==> src/rtl/spause_pkg.sv <==
package spause_pkg;
  localparam int unsigned DATA_W    = 32;
  localparam int unsigned GRAN_LOG2 = 3;
  localparam int unsigned CNT_W     = DATA_W - GRAN_LOG2;
endpackage

==> src/rtl/spause_prescale.sv <==
// Granularity prescaler: restarts on clr, advances on adv, and flags
// the last step of each granule as tick.
module spause_prescale #(
  parameter int unsigned W = 3
) (
  input  logic clk,
  input  logic rst_n,
  input  logic clr,
  input  logic adv,
  output logic tick
);
  logic [W-1:0] q, q_d;

  always_comb begin
    q_d = q;
    if (clr)      q_d = '0;
    else if (adv) q_d = q + 1'b1;
  end

  always_ff @(posedge clk or negedge rst_n) begin
    if (!rst_n) q <= '0;
    else        q <= q_d;
  end

  assign tick = adv && (q == {W{1'b1}});
endmodule

==> src/rtl/spause_count.sv <==
// Granule down-counter with load (highest priority), clear and decrement.
module spause_count #(
  parameter int unsigned W = 29
) (
  input  logic         clk,
  input  logic         rst_n,
  input  logic         load,
  input  logic [W-1:0] load_val,
  input  logic         clr,
  input  logic         dec,
  output logic [W-1:0] cnt,
  output logic         is_zero,
  output logic         is_one
);
  logic [W-1:0] cnt_d;

  always_comb begin
    cnt_d = cnt;
    if (load)                  cnt_d = load_val;
    else if (clr)              cnt_d = '0;
    else if (dec && !is_zero)  cnt_d = cnt - 1'b1;
  end

  always_ff @(posedge clk or negedge rst_n) begin
    if (!rst_n) cnt <= '0;
    else        cnt <= cnt_d;
  end

  assign is_zero = (cnt == '0);
  assign is_one  = (cnt == {{(W-1){1'b0}}, 1'b1});
endmodule

==> src/rtl/spause_unit.sv <==
module spause_unit #(
  parameter int unsigned DATA_W    = spause_pkg::DATA_W,
  parameter int unsigned GRAN_LOG2 = spause_pkg::GRAN_LOG2
) (
  input  logic              clk,
  input  logic              rst_n,
  input  logic              wr_en,
  input  logic [DATA_W-1:0] wr_data,
  input  logic              trap,
  output logic              blocked,
  output logic              done
);
  localparam int unsigned CNT_W = DATA_W - GRAN_LOG2;

  logic             blk_q, blk_d;
  logic             done_q, done_d;
  logic             load, active, tick, expire;
  logic [CNT_W-1:0] cnt_q;
  logic             cnt_zero, cnt_one;

  // An accepted write needs no trap in the same cycle.
  assign load   = wr_en && !trap;
  assign active = blk_q && !trap;

  spause_prescale #(.W(GRAN_LOG2)) u_pre (
    .clk   (clk),
    .rst_n (rst_n),
    .clr   (load || trap),
    .adv   (active && !cnt_zero),
    .tick  (tick)
  );

  spause_count #(.W(CNT_W)) u_cnt (
    .clk      (clk),
    .rst_n    (rst_n),
    .load     (load),
    .load_val (wr_data[DATA_W-1:GRAN_LOG2]),
    .clr      (trap),
    .dec      (tick),
    .cnt      (cnt_q),
    .is_zero  (cnt_zero),
    .is_one   (cnt_one)
  );

  // Natural end: short pause (count zero) or the last granule ticking out.
  assign expire = active && !load && (cnt_zero || (tick && cnt_one));

  always_comb begin
    blk_d  = blk_q;
    if (load)        blk_d = 1'b1;
    else if (trap)   blk_d = 1'b0;
    else if (expire) blk_d = 1'b0;
    done_d = expire;
  end

  always_ff @(posedge clk or negedge rst_n) begin
    if (!rst_n) begin
      blk_q  <= 1'b0;
      done_q <= 1'b0;
    end else begin
      blk_q  <= blk_d;
      done_q <= done_d;
    end
  end

  assign blocked = blk_q && !trap;
  assign done    = done_q;
endmodule

==> config.mk <==
export PLATFORM = sky130hd
export DESIGN_NAME = spause_unit
export DESIGN_NICKNAME = d
export VERILOG_FILES = /design/src/rtl/spause_pkg.sv /design/src/rtl/spause_prescale.sv /design/src/rtl/spause_count.sv /design/src/rtl/spause_unit.sv
export SDC_FILE = /design/constraint.sdc
export NUM_CORES = 1
export LEC_CHECK = 0
export ABC_AREA = 1
export CELL_PAD_IN_SITES_DETAIL_PLACEMENT = 1
export CELL_PAD_IN_SITES_GLOBAL_PLACEMENT = 2
export CORE_MARGIN = 2
export CORE_UTILIZATION = 29
export DETAILED_ROUTE_END_ITERATION = 10
export GPL_TIMING_DRIVEN = 0
export MAX_ROUTING_LAYER = met4
export PLACE_DENSITY = 0.9
export SYNTH_ARGS = -nofsm -noshare
export SYNTH_HDL_FRONTEND = slang
export SYNTH_SLANG_ARGS = --single-unit
==> constraint.sdc <==
create_clock -name clk -period 2.3 [get_ports clk]
set_input_delay 0.23 -clock clk [delete_from_list [all_inputs] [get_ports clk]]
set_output_delay 0.23 -clock clk [all_outputs]
set_load 0.005 [all_outputs]
==> impl_results.md <==
- GP Congestion: 0.8549
- Gr ovfl total: 0
- Clock latency at the later pin of the worst-skew pair: 0.29 ns
- Fmax: 477.2 MHz
- WP data arrival: 2.33 ns
- Final hold slack: 0.03225 ns
- GRT Total Usage: 0.1945
- Synth Warn #: 0
- CP Class: flip-flop to flip-flop
- Pins Over Slew Limit: 0
- Port Buffers: 34
- Share of flip-flops with an asynchronous set or reset: 1.000
- Outcome: completed
- DRC viols: 0
- Width of the die: 99.69 um
- Most numerous cell in the Yosys netlist: nand2_1
- Largest net degree at the start of global routing: 35
- Area after DPL: 3126 um2
- Die area: 9937 um2
- Antenna violations before repair: 0
- Starting density of the core: 0.3015
- Clock Tree Buf Depth: 2
- DP HPWL: 6.804 mm
- Required time worst endpoint: 2.53 ns
- Diode count: 0
- Final Hold Vio Count: 0
- PD cells: 570.3 nW/um2
- Wire per inst: 15.21 um
- RSZ-0062 raised after global routing: no
- Pin slew with the least headroom to its limit: 0.8219 ns
- Post-synth top cells: nand2_1 (162), nor2_1 (57), nand3_1 (51), inv_1 (36), dfrtp_1 (34)
- Post-route ant nets: 0
- Final period util: 0.9112
- Number of global-route vias before repair: 2912
- Post-synth cell types: 27
- Sink Count: 34
- Root buf cell: clkbuf_8
- Leak Pwr: 1.657 nW
- Met3 usage: 0.02108
- Fillers: 1174
- Floorplan row count: 34
- CTS tree: built
- Synth Area per Inst: 6.203 um2
- Ys flop type: dfrtp_1
- Number of I/O pins: 38
- Worst hold-check path type: input port to async pin
- Busiest grt layer: met2
- Final WL: 8.789 mm
- Number of flops mapped to enable cells by yosys: 0
- Pre-CTS setup slack: -0.1186 ns
- Max-cap viol count: 0
- Layout area overhead: 21.49%
- Post-synthesis sequential area ratio: 0.3205
- Setup crit end kind: flip-flop
- Finished layout cell area: 3226 um2
- Min Clock Period, post-route: 2.096 ns
- Peak supply drop: 0.1889 mV
- Finished Layout Cells: 578
- Met2 usage: 0.3217
- Final setup fails: 0
- Mapped Area: 2655 um2
- First-pass GRT wire length: 14.75 mm
- Chip height: 99.69 um
- DRT iter0 DRCs: 113
- Share of the synthesized area in the top cell type: 0.3205
- Met1 GRT Util: 0.2541
- DR pass1 iterations: 4
- Core area: 8806 um2
- Inst Count DP: 570
- Number of synthesized register bits: 34
- Setup TNS: 0 ns
- Final worst slack: 0.2044 ns
- Max H-tree Level: 2
- Yosys top cell by area: dfrtp_1
- Crit start category: flip-flop
- Syn Inst Count: 428
- Clock transition at the registers of the reported paths: 0.08 ns
- Synth top area cells: dfrtp_1 (32%), nand2_1 (23%), nand3_1 (9.6%)
- Mapped Nets: 469
- Setup Skew: 0.007625 ns
- Clock buffer count from CTS: 5
- Postcts setup bufs: 0
- Nets: 510
- Via count: 2792
- Layout cells sized above 1: 0.08511
- Relative slew slack: 0.4520
- DR vias/cell: 4.830
- Largest fanout on the critical path: 5
==> per-layer routing <==
layer / vias to the layer above / routed length (um) / part of all wire
li1: 1413 / - / -
met1: 1334 / 4220 / 0.48
met2: 34 / 4248 / 0.48
met3: 11 / 200 / 0.023
met4: 0 / 120 / 0.014
met5: - / 0 / 0
==> sequential cells by signal, summed over array words and instances, names as in the netlist <==
name / count
u_pre.q: 3
u_cnt.cnt: 29
done: 1
blk_q: 1
==> area by class of cell <==
type,instances,area (um2),area share
buffer,13,68.82,0.02133
clock buffer,7,86.33,0.02676
sequential,34,850.8,0.2638
clock inverter,1,5.005,0.001552
multi-input combinational,343,1602,0.4965
tap,108,135.1,0.04189
inverter,38,142.6,0.04422
timing repair buffer,34,335.3,0.1040
==> critical path: stages, from the launching register on <==
cell,delay [ns]
dfrtp_1,0.44
inv_1,0.14
ha_1,0.24
nand2_1,0.19
nor2_4,0.20
nand2_1,0.16
nor3_1,0.33
nand3_1,0.14
nand2_1,0.08
nand2_1,0.05
nand2_1,0.05
==> what timing repair did <==
action / 4_1_cts / 5_1_grt
gates resized for setup: 0 / 4
endpoints found under the setup margin: 0 / 5
endpoints found under the hold margin: 0 / 0
hold buffers: 0 / 0
==> kinds of logic after synthesis <==
group | after synthesis | synth area share
AND/OR/NAND/NOR | 302 | 0.4948
buffers and inverters | 51 | 0.07917
flip-flops | 34 | 0.3205
AO/OA/AOI/OAI | 29 | 0.05891
XOR/XNOR | 7 | 0.02309
adder cells (fa/ha/maj) | 5 | 0.02356
==> power breakdown <==
| part | internal, mW | switching (mW) | total [mW] |
|---|---|---|---|
| Sequential | 0.651 | 0.0718 | 0.723 |
| Combinational | 0.228 | 0.407 | 0.635 |
| Clock | 0.242 | 0.239 | 0.481 |
==> metrics by stage <==
| step | power, mW | util |
|---|---|---|
| 2_1_floorplan | 1.139 | - |
| 3_3_place_gp | 1.340 | 0.3555 |
| 3_5_place_dp | 1.363 | 0.3549 |
| 4_1_cts | 1.851 | 0.3653 |
| 5_1_grt | 1.981 | 0.3663 |
| 6_report | 1.839 | 0.3663 |
==> placed cells by master, fill, tap and decap left out, types with 4 or more instances in the layout <==
master	netlist	final
buf_2	3	4
nor2_1	57	56
clkdlybuf4s50_1	0	33
inv_1	36	36
nand2_2	12	12
xor2_1	4	4
clkbuf_8	0	6
o21ai_0	17	17
dfrtp_1	34	34
nand3_1	51	51
clkbuf_1	8	8
nor2_2	4	4
a21oi_1	7	7
nor2_4	4	5
nand2_1	162	162
nand3b_1	5	5
ha_1	5	5
==> final timing paths <==
kind / startpoint / to / slack [ns] / depth (start not counted)
min in group clk: u_pre.q[0] / u_pre.q[0] / 0.51 / 1
hold reg to reg: u_pre.q[0] / u_pre.q[0] / 0.51 / 1
hold / removal: rst_n / u_cnt.cnt[18] / 0.03 / 1
setup / recovery: u_cnt.cnt[0] / u_cnt.cnt[24] / 0.20 / 10
max in group asynchronous: rst_n / u_cnt.cnt[28] / 1.75 / 1
setup reg to reg: u_cnt.cnt[0] / u_cnt.cnt[24] / 0.20 / 10
Power figures use the tool's default switching activity.
